**config.mk**
```make
export PLATFORM = sky130hd
export DESIGN_NAME = txstat_stack
export DESIGN_NICKNAME = d
export VERILOG_FILES = /design/src/rtl/txstat_pkg.sv /design/src/rtl/txstat_lifo.sv /design/src/rtl/txstat_evt.sv /design/src/rtl/txstat_gate.sv /design/src/rtl/txstat_stack.sv
export SDC_FILE = /design/constraint.sdc
export NUM_CORES = 1
export LEC_CHECK = 0
export BUFFER_PORTS_ARGS = -buffer_cell sky130_fd_sc_hd__buf_2
export CAP_MARGIN = 10
export CORE_MARGIN = 5
export CORE_UTILIZATION = 45
export CTS_BUF_LIST = sky130_fd_sc_hd__clkbuf_16
export DETAILED_ROUTE_END_ITERATION = 10
export GPL_ROUTABILITY_DRIVEN = 1
export PLACE_DENSITY = 0.62
export SYNTH_ARGS = -nofsm -noshare
export SYNTH_HDL_FRONTEND = slang
export SYNTH_SLANG_ARGS = --single-unit
```
**constraint.sdc**
```tcl
create_clock -name clk -period 5.3 [get_ports clk]
set_input_delay 1.06 -clock clk [delete_from_list [all_inputs] [get_ports clk]]
set_output_delay 1.06 -clock clk [all_outputs]
set_load 0.005 [all_outputs]
```
**src/rtl/txstat_pkg.sv**
```systemverilog
package txstat_pkg;

  localparam int ENTRY_W = 8;
  localparam int B_DONE  = 7;
  localparam int B_IRQ   = 6;
  localparam int B_JAB   = 5;
  localparam int B_UND   = 4;
  localparam int B_MCOL  = 3;
  localparam int B_OVF   = 2;

  typedef logic [ENTRY_W-1:0] entry_t;

  function automatic entry_t build_entry(logic irq, logic jab, logic und, logic mcol);
    entry_t e;
    e         = '0;
    e[B_DONE] = 1'b1;
    e[B_IRQ]  = irq;
    e[B_JAB]  = jab;
    e[B_UND]  = und;
    e[B_MCOL] = mcol;
    return e;
  endfunction

  function automatic entry_t with_overflow(entry_t e);
    entry_t r;
    r        = e;
    r[B_OVF] = 1'b1;
    return r;
  endfunction

  function automatic logic wants_event(entry_t e);
    return e[B_IRQ] | e[B_JAB] | e[B_UND] | e[B_MCOL];
  endfunction

  function automatic logic is_fatal(logic jab, logic und);
    return jab | und;
  endfunction

endpackage

```
**src/rtl/txstat_lifo.sv**
```systemverilog
module txstat_lifo
  import txstat_pkg::*;
#(
  parameter int DEPTH = 4,
  localparam int LW = $clog2(DEPTH + 1),
  localparam int IW = (DEPTH > 1) ? $clog2(DEPTH) : 1
) (
  input  logic          clk,
  input  logic          rst_n,
  input  logic          flush,
  input  logic          push_req,
  input  logic          pop_req,
  input  entry_t        push_data,
  output entry_t        top_data,
  output logic [LW-1:0] level,
  output logic          push_acc,
  output logic          pop_acc,
  output logic          drop_evt,
  output logic          drains
);

  logic [LW-1:0]    level_q;
  logic [LW-1:0]    top_pos;
  logic [LW-1:0]    wr_pos;
  logic             empty;
  logic             full;
  logic [DEPTH-1:0] slot_we;
  logic [DEPTH-1:0] slot_ovf;
  entry_t           slots [DEPTH];

  assign empty    = (level_q == '0);
  assign full     = (level_q == LW'(DEPTH));
  assign top_pos  = level_q - 1'b1;
  assign pop_acc  = pop_req && !empty && !flush;
  assign push_acc = push_req && !flush && (!full || pop_acc);
  assign drop_evt = push_req && !flush && full && !pop_acc;
  assign drains   = pop_acc && !push_acc && (level_q == LW'(1));
  assign wr_pos   = pop_acc ? top_pos : level_q;

  for (genvar g = 0; g < DEPTH; g++) begin : g_slot
    assign slot_we[g]  = push_acc && (wr_pos == LW'(g));
    assign slot_ovf[g] = drop_evt && (top_pos == LW'(g));
  end

  always_ff @(posedge clk or negedge rst_n) begin
    if (!rst_n) begin
      for (int i = 0; i < DEPTH; i++) slots[i] <= '0;
    end else begin
      for (int i = 0; i < DEPTH; i++) begin
        if (slot_we[i])       slots[i] <= push_data;
        else if (slot_ovf[i]) slots[i] <= with_overflow(slots[i]);
      end
    end
  end

  always_ff @(posedge clk or negedge rst_n) begin
    if (!rst_n)                   level_q <= '0;
    else if (flush)               level_q <= '0;
    else if (push_acc && !pop_acc) level_q <= level_q + 1'b1;
    else if (pop_acc && !push_acc) level_q <= level_q - 1'b1;
  end

  assign top_data = empty ? '0 : slots[top_pos[IW-1:0]];
  assign level    = level_q;

endmodule

```
**src/rtl/txstat_evt.sv**
```systemverilog
module txstat_evt
  import txstat_pkg::*;
(
  input  logic   clk,
  input  logic   rst_n,
  input  logic   flush,
  input  logic   push_acc,
  input  entry_t push_data,
  input  logic   drains,
  output logic   evt
);

  logic evt_q;

  always_ff @(posedge clk or negedge rst_n) begin
    if (!rst_n)                                evt_q <= 1'b0;
    else if (flush)                            evt_q <= 1'b0;
    else if (push_acc && wants_event(push_data)) evt_q <= 1'b1;
    else if (drains)                           evt_q <= 1'b0;
  end

  assign evt = evt_q;

endmodule

```
**src/rtl/txstat_gate.sv**
```systemverilog
module txstat_gate (
  input  logic clk,
  input  logic rst_n,
  input  logic flush,
  input  logic fault,
  input  logic enable_cmd,
  output logic gate
);

  logic lock_q;
  logic en_q;

  always_ff @(posedge clk or negedge rst_n) begin
    if (!rst_n)     lock_q <= 1'b0;
    else if (flush) lock_q <= 1'b0;
    else if (fault) lock_q <= 1'b1;
  end

  always_ff @(posedge clk or negedge rst_n) begin
    if (!rst_n)          en_q <= 1'b0;
    else if (flush)      en_q <= 1'b0;
    else if (enable_cmd) en_q <= 1'b1;
  end

  assign gate = en_q && !lock_q;

endmodule

```
**src/rtl/txstat_stack.sv**
```systemverilog
module txstat_stack
  import txstat_pkg::*;
#(
  parameter int DEPTH = 4,
  localparam int LW = $clog2(DEPTH + 1)
) (
  input  logic       clk,
  input  logic       rst_n,
  input  logic       cmpl_valid,
  input  logic       cmpl_intreq,
  input  logic       cmpl_jabber,
  input  logic       cmpl_underrun,
  input  logic       cmpl_maxcoll,
  input  logic       host_wr,
  output logic [7:0] status_rdata,
  input  logic       tx_reset,
  input  logic       tx_enable_cmd,
  output logic       txdone_evt,
  output logic       tx_gate
);

  entry_t        new_entry;
  entry_t        top_entry;
  logic [LW-1:0] level;
  logic          push_acc;
  logic          pop_acc;
  logic          drop_evt;
  logic          drains;
  logic          fault_seen;

  assign new_entry  = build_entry(cmpl_intreq, cmpl_jabber, cmpl_underrun, cmpl_maxcoll);
  assign fault_seen = cmpl_valid && !tx_reset && is_fatal(cmpl_jabber, cmpl_underrun);

  txstat_lifo #(.DEPTH(DEPTH)) u_lifo (
    .clk       (clk),
    .rst_n     (rst_n),
    .flush     (tx_reset),
    .push_req  (cmpl_valid),
    .pop_req   (host_wr),
    .push_data (new_entry),
    .top_data  (top_entry),
    .level     (level),
    .push_acc  (push_acc),
    .pop_acc   (pop_acc),
    .drop_evt  (drop_evt),
    .drains    (drains)
  );

  txstat_evt u_evt (
    .clk       (clk),
    .rst_n     (rst_n),
    .flush     (tx_reset),
    .push_acc  (push_acc),
    .push_data (new_entry),
    .drains    (drains),
    .evt       (txdone_evt)
  );

  txstat_gate u_gate (
    .clk        (clk),
    .rst_n      (rst_n),
    .flush      (tx_reset),
    .fault      (fault_seen),
    .enable_cmd (tx_enable_cmd),
    .gate       (tx_gate)
  );

  assign status_rdata = top_entry;

endmodule

```
==> results of run 1 <==
-- state kept, by name, summed over array words and instances (netlist names) --
register / cells
u_evt.evt: 1
u_lifo.slots: 24
u_gate.lock_q: 1
u_lifo.level: 3
u_gate.en_q: 1
-- path summary, 6_finish.rpt --
path / end / start / slack, ps / cells after the start
worst max-delay path: status_rdata[6] / u_lifo.level[0] / 1570 / 5
worst min-delay path: u_lifo.slots[23] / u_lifo.slots[23] / 460 / 1
max in group asynchronous: u_lifo.slots[15] / rst_n / 4040 / 1
worst max register to register: u_lifo.slots[13] / u_lifo.level[0] / 2350 / 6
min in group asynchronous: u_lifo.slots[5] / rst_n / 820 / 1
worst min register to register: u_lifo.slots[23] / u_lifo.slots[23] / 460 / 1
-- area by class of cell --
cell class,instances,share of cell area [%]
tap,48,3.06
multi-input combinational,103,45.2
clock inverter,3,2.04
timing repair buffer,17,4.33
clock buffer,5,6.37
inverter,4,0.764
sequential,30,38.2
-- layout by cell type, fill, tap and decap left out, types with 3 or more instances in the layout --
| cell | count |
|---|---|
| nand2b_1 | 7 |
| inv_1 | 4 |
| nor2b_1 | 7 |
| nor2_1 | 4 |
| mux4_2 | 6 |
| o21ai_0 | 3 |
| ha_1 | 6 |
| mux2_2 | 16 |
| dfrtp_1 | 30 |
| o21ai_2 | 4 |
| clkbuf_16 | 5 |
| and2_1 | 9 |
| a21o_1 | 4 |
| buf_2 | 17 |
| nand2_1 | 4 |
| a21oi_1 | 4 |
| a211oi_1 | 4 |
-- per-stage QoR --
stage / worst slack, ps / utilization, % / std cells / area, µm² / hold slack [ps]
2_1_floorplan: 2570 / - / 147 / 1710 / 429
3_3_place_gp: 1920 / 49.1 / 202 / 1800 / 451
3_5_place_dp: 1840 / 49.1 / 202 / 1800 / 454
4_1_cts: 1540 / 53.7 / 210 / 1960 / 467
5_1_grt: 1420 / 53.7 / 210 / 1960 / 482
6_report: 1570 / 53.7 / 210 / 1960 / 463
-- kinds of logic after synthesis --
group / Yosys count / share of synthesized area (%)
muxes: 22 / 18.5
DFF: 30 / 44.0
adders and majority gates: 6 / 4.40
and+or+nand+nor: 45 / 15.9
xor gates and xnor gates: 2 / 1.03
buffers and inverters: 14 / 4.25
AOI/OAI and AO/OA: 26 / 11.8
other: 1 / 0.220
-- power by group through the flow --
stage	sequential, µW	clock, µW	combinational, µW
floorplan	354	0	372
finish	389	317	443
detailed placement	392	0	447
global route	402	337	490
CTS	389	321	448
global placement	387	0	441
-- layer usage --
layer / GRT usage (%) / up-vias
met5: 0 / -
met4: 6.05 / 0
met3: 4.63 / 5
met2: 22.1 / 21
met1: 20.2 / 588
li1: - / 552
==> results.toml, run 1 <==
[floorplanning]
initial_utilization_pct = 46.7
die_x_um = 71.6
num_rows = 22
dieArea_um2 = 5130
core_region_area_um2 = 3660
dieHeight_um = 71.6
boundaryPins = 20

[power_and_ir_drop]
p_switching_uw = 375
p_per_area_nw_per_um2 = 585
peakVddDrop_mv = 0.291
power_frac_comb_pct = 38.5
p_clk_share_pct = 27.6
power.total_uw = 1150
leakage_uw = 0.000864
p_int_uw = 774
p_sw_share_pct = 32.6
p_seq_share_pct = 33.8

[yosys]
synth.most_common_cell = "dfrtp_1"
synth_largest_area_cell = "dfrtp_1"
seq_area_frac_synth_pct = 44.0
synth_area_um2 = 1710
ys_top_cells_by_count = "30 x dfrtp_1, 16 x mux2_2, 9 x and2_1, 7 x nand2b_1, 7 x nor2b_1"
syn_area_per_cell_um2 = 11.7
synth.area.top_cells = "dfrtp_1 44%, mux2_2 11%, mux4_2 7.9%"
ys_ff_latch = 30
synth.yosys.warnings = 0
netlist.area_leader.share_pct = 44.0
synth.distinct_cells = 37
async_flop_share_pct = 100
synth_top_flop_cell = "dfrtp_1"
synth_edf_count = 0
synthCells = 146

[setup_path]
cp_top_family = "flip-flops"
cp-end-kind = "output port"
cpPeakStageDelay_ps = 800
cp_cell_sequence = "inv_1 -> ha_1 -> mux4_2 -> and2_1 -> buf_2"
worstPathRequired_ps = 4240
cp-start-kind = "flop"
cp.arrival_ps = 2670
critPathSlowestCell = "dfrtp_1"
crit_path_max_fanout = 15
critPathKind = "flop to output port"
crit_buf_inv = 2

[clock_tree]
cts.sinks = 30
cts_setup_buffers = 0
clk_pin_slew_ps = 50
cts_tree = "yes"
htreeDepth = 2
ctsHoldBuffers = 0
post_cts_resized = 0
cts_buffer_depth = 2
clkLatencyLatePin_ps = 270
root_buffer = "clkbuf_16"
numCtsBuffers = 5

[grt]
grt_pass1_vias = 1192
grt_pass1_wl_mm = 5.84
track_usage_pct = 14.9
antenna_found_initial = 0
grt_overflow = 0
grt_max_degree = 31

[cells_and_area]
antenna_cells = 0
fillers = 349
multiInputGateArea_um2 = 888
drive_above_1_share_pct = 32.7
regArea_um2 = 751
nNetsFinal = 177
syn2layout_area_growth_pct = 15.0

[place]
gp_congestion = 0.835
port_buffers = 17
dpl.hpwl_mm = 2.30

[timing]
report.final.slew_viol_count = 0
fmax_ghz = 0.268
finalCriticalPeriod_ps = 3730
layout_worst_path_cycle_share_pct = 70.4
tns_ps = 0
rsz0062_at_grt = "false"
worstMarginPinSlew_ps = 716
setup_viol = 0
hold_violations = 0
max_slew_margin_pct = 51.6
fin_skew_ps = 3.11

[drt]
route.met2.wl_mm = 1.63
initialDrtViolationCount = 86
viasPerCell = 5.55
antenna_left = 0
wire_per_inst_um = 16.2
dr_wl_met3_um = 144
first_pass_iters = 4
wl_mm = 3.41
routed.top_layer = "met4"
drc_errors = 0
vias = 1166
wl_met1_mm = 1.60

[run_status]
outcome = "complete, no violations"

[hold_path]
hp-class = "flop to flop"

[flow_run]
cap_viol_max_count = 0
Note: power is estimated with default switching activity, not from simulation.
==> run 2, diff against run 1 <==
- clock period: 5.3 -> 3.5 ns (I/O delays scaled with it)
==> run 2 against run 1 <==
Routed wire length increased by 3.3%. Core utilization shrank 0.79 points. Count of clock-buffer cells in the layout unchanged. Cell count shrank 0.48%. Critical path type unchanged. Critical endpoint is now status_rdata[3]. Highest routed layer unchanged.
==> results.toml, run 2 (synthesized netlist as in run 1, its figures left out) <==
[run_status]
outcome = "complete, no violations"

[timing]
max_slew_margin_pct = 54.6
worst_slack_ps = 601
fmax_ghz = 0.345
report.final.slew_viol_count = 0
setup_viol = 0
fin_skew_ps = 7.16
finalCriticalPeriod_ps = 2900
hold_violations = 0
layout_worst_path_cycle_share_pct = 82.8
tns_ps = 0
worstMarginPinSlew_ps = 681
rsz0062_at_grt = "false"

[grt]
track_usage_pct = 15.8
antenna_found_initial = 0
grt_pass1_vias = 1208
grt_pass1_wl_mm = 6.16
grt_max_degree = 31
grt_overflow = 0

[setup_path]
regToRegSetupSlack_ps = 910
cp-start-kind = "flop"
critPathSlowestCell = "ha_1"
critPathKind = "flop to output port"
cp.arrival_ps = 2200
cp_cell_sequence = "inv_1 -> ha_1 -> mux4_2 -> and2_1 -> buf_2"
reg2reg_depth = 6
crit_path_max_fanout = 12
crit_buf_inv = 2
worst-path-stages = 5
r2r_start = "u_lifo.level[1]"
cpPeakStageDelay_ps = 600
cp_top_family = "adder cells"
cp-end-kind = "output port"
timing.rr.end = "u_lifo.slots[21]"
worstPathRequired_ps = 2800

[cells_and_area]
final_cell_mix = "30 x dfrtp_1, 17 x buf_2, 16 x mux2_2"
top_register = "u_lifo.slots"
nNetsFinal = 178
drive_above_1_share_pct = 31.7
fillers = 339
antenna_cells = 0
largest_reg_flops = 24
final_common_cell = "dfrtp_1"
syn2layout_area_growth_pct = 13.3

[clock_tree]
cts_buffer_depth = 2
cts_setup_buffers = 0
numCtsBuffers = 5
clk_pin_slew_ps = 50
root_buffer = "clkbuf_16"
clkLatencyLatePin_ps = 270
cts.sinks = 30
ctsHoldBuffers = 0
cts_tree = "yes"
post_cts_resized = 0
htreeDepth = 2

[power_and_ir_drop]
leakage_uw = 0.000848
p_per_area_nw_per_um2 = 857
peakVddDrop_mv = 0.366

[floorplanning]
num_rows = 22
boundaryPins = 20
die_x_um = 71.6
dieHeight_um = 71.6
core_region_area_um2 = 3660
dieArea_um2 = 5130
initial_utilization_pct = 46.7

[place]
port_buffers = 17
gp_congestion = 0.870
dp_worst_setup_slack_ps = 879
dpl.hpwl_mm = 2.42

[drt]
viasPerCell = 5.52
first_pass_iters = 4
drc_errors = 0
antenna_left = 0
vias = 1154
wire_per_inst_um = 16.9
wl_mm = 3.53
initialDrtViolationCount = 96

[hold_path]
worstHoldPathCells = 1
hp-class = "flop to flop"
min-delay-start = "u_lifo.slots[23]"
hold_end = "u_lifo.slots[23]"

[flow_run]
cap_viol_max_count = 0
-- run 2: final cells by class --
type / instances / area, µm² / area share, %
Multi-Input combinational cell: 103 / 888 / 45.9
Timing Repair Buffer: 18 / 92.6 / 4.78
Inverter: 4 / 15.0 / 0.776
Clock inverter: 1 / 3.75 / 0.194
Sequential cell: 30 / 751 / 38.8
Clock buffer: 5 / 125 / 6.46
Tap cell: 48 / 60.1 / 3.10
-- run 2: worst reg2reg max path, stage by stage (launching register included) --
cell      delay (ps)
dfrtp_1          470
inv_1            200
ha_1             390
nand2b_1         350
and4_1           340
o21ai_2          320
mux2_2           380
-- run 2: per-layer routing --
layer	up-vias	global-route usage, %	part of all wire [%]
met1	578	20.0	46
met4	0	7.31	1.9
met2	20	24.8	47
met5	-	0	0
met3	7	4.49	4.2
li1	549	-	-
-- run 2: worst max path at each step --
stage	from	endpoint
2_1_floorplan	u_lifo.level[1]	status_rdata[2]
4_1_cts	u_lifo.level[1]	status_rdata[6]
6_report	u_lifo.level[1]	status_rdata[3]
3_3_place_gp	u_lifo.level[1]	status_rdata[3]
3_5_place_dp	u_lifo.level[1]	status_rdata[5]
5_1_grt	u_lifo.level[1]	status_rdata[4]
-- run 2: where the power goes --
group	internal, µW	switching [µW]
logic	368	350
registers	480	78.2
clock network	251	132
-- run 2: through the flow --
| stage | instances | power [µW] | util, % | instance area [µm²] | hold slack (ps) |
|---|---|---|---|---|---|
| 2_1_floorplan | 147 | 1100 | - | 1710 | 404 |
| 3_3_place_gp | 203 | 1260 | 49.4 | 1810 | 451 |
| 3_5_place_dp | 203 | 1290 | 49.4 | 1810 | 450 |
| 4_1_cts | 209 | 1690 | 52.9 | 1940 | 462 |
| 5_1_grt | 209 | 1780 | 52.9 | 1940 | 474 |
| 6_report | 209 | 1660 | 52.9 | 1940 | 455 |
==> run 3, diff against run 2 <==
- PLACE_DENSITY: 0.62 -> 0.65
- clock period: 3.5 -> 2.5 ns (I/O delays scaled with it)
==> run 3 against run 2 <==
Core utilization grew 2.0 points. Sequential share of layout area down 1.4 points. First-iteration DRC count rose by 15%. Clock power grew 80%. Clock skew down 5.1 ps. Count of clock-buffer cells in the layout is the same. Critical endpoint unchanged. Worst hold slack got worse by 200 ps. Flip-flop and latch count is the same. Largest cell class unchanged. Non-clock buffer count up 4.
==> results.toml, run 3 (synthesized netlist as in run 1, its figures left out) <==
[run_status]
outcome = "complete, no violations"

[setup_path]
cp_top_family = "adder cells"
cp-start-kind = "flop"
critPathKind = "flop to output port"
critPathSlowestCell = "ha_2"
cpPeakStageDelay_ps = 510
reg2reg_depth = 7
timing.rr.end = "u_lifo.slots[4]"
r2r_start = "u_lifo.level[0]"
cp.arrival_ps = 1890
worstPathRequired_ps = 2000
crit_buf_inv = 2
cp_cell_sequence = "inv_1 -> ha_2 -> mux4_2 -> and2_1 -> buf_2"
regToRegSetupSlack_ps = 260
crit_path_max_fanout = 12
cp-end-kind = "output port"

[power_and_ir_drop]
leakage_uw = 0.000881
p_per_area_nw_per_um2 = 1260
peakVddDrop_mv = 0.598

[timing]
layout_worst_path_cycle_share_pct = 95.5
worstMarginPinSlew_ps = 660
fin_skew_ps = 2.04
rsz0062_at_grt = "false"
setup_viol = 0
hold_violations = 0
report.final.slew_viol_count = 0
fmax_ghz = 0.419
finalCriticalPeriod_ps = 2390
tns_ps = 0
max_slew_margin_pct = 56.0

[clock_tree]
htreeDepth = 2
ctsHoldBuffers = 0
cts.sinks = 30
root_buffer = "clkbuf_16"
cts_setup_buffers = 0
cts_tree = "yes"
clkLatencyLatePin_ps = 280
cts_buffer_depth = 2
clk_pin_slew_ps = 50
numCtsBuffers = 5

[cells_and_area]
fin_area_um2 = 2010
nNetsFinal = 182
antenna_cells = 0
syn2layout_area_growth_pct = 17.7
fillers = 312
final_cell_mix = "30 x dfrtp_1, 17 x buf_2, 16 x mux2_2"
final_common_cell = "dfrtp_1"
drive_above_1_share_pct = 35.3
top_register = "u_lifo.slots"
largest_reg_flops = 24

[floorplanning]
die_x_um = 71.6
dieArea_um2 = 5130
dieHeight_um = 71.6
initial_utilization_pct = 46.7
core_region_area_um2 = 3660
boundaryPins = 20
num_rows = 22

[drt]
drc_errors = 0
antenna_left = 0
viasPerCell = 5.70
wl_mm = 3.58
initialDrtViolationCount = 110
vias = 1225
first_pass_iters = 4
wire_per_inst_um = 16.6

[grt]
grt_max_degree = 31
grt_pass1_vias = 1324
antenna_found_initial = 0
grt_pass1_wl_mm = 6.42
track_usage_pct = 16.6
grt_overflow = 0

[place]
gp_congestion = 0.840
port_buffers = 17
postPlaceCellArea_um2 = 1840
dpl.hpwl_mm = 2.47

[flow_run]
cap_viol_max_count = 0

[hold_path]
hp-class = "primary input to asynchronous set/reset pin"
run 3: layout make-up:
cell class | instances | area, µm² | area share (%)
multi-input combinational | 103 | 891 | 44.3
tap | 48 | 60.1 | 2.99
inverter | 4 | 15.0 | 0.747
clock inverter | 3 | 45.0 | 2.24
clock buffer | 5 | 125 | 6.23
sequential | 30 | 751 | 37.4
timing repair buffer | 22 | 123 | 6.10
run 3: repair_timing:
action                                  4_1_cts  5_1_grt
endpoints found under the setup margin        0        6
resized for setup                             0        1
hold endpoints to repair                      0        0
run 3: how the worst max path moves through the flow:
stage	from	endpoint	slack (ps)	cells after the start
after floorplan	u_lifo.level[1]	status_rdata[2]	330	5
after global placement	u_lifo.level[1]	status_rdata[3]	320	5
after detailed placement	u_lifo.level[0]	u_lifo.slots[4]	300	7
after CTS	u_lifo.level[0]	status_rdata[3]	1	5
after global routing	u_lifo.level[1]	status_rdata[2]	30	5
final	u_lifo.level[0]	status_rdata[3]	110	5
run 3: per-layer routing:
metal / vias to the layer above / part of all wire [%] / track usage [%]
met3: 7 / 5.4 / 4.91
met1: 615 / 44 / 21.5
met5: - / 0 / 0
met2: 40 / 48 / 24.9
li1: 563 / - / -
met4: 0 / 2.7 / 9.19
run 3: power by group:
part | switching [µW] | internal [µW]
clock | 221 | 469
sequential | 96.1 | 672
combinational | 520 | 559
run 3: stage by stage:
step | cells | hold slack (ps) | util, % | total power (µW) | setup slack (ps)
CTS | 215 | 287 | 54.8 | 2550 | 1.12
detailed placement | 207 | 451 | 50.2 | 1850 | 303
finish | 215 | 255 | 54.9 | 2540 | 112
floorplan | 147 | 204 | - | 1540 | 332
global route | 215 | 321 | 54.9 | 2720 | 27.5
global placement | 207 | 450 | 50.2 | 1820 | 319
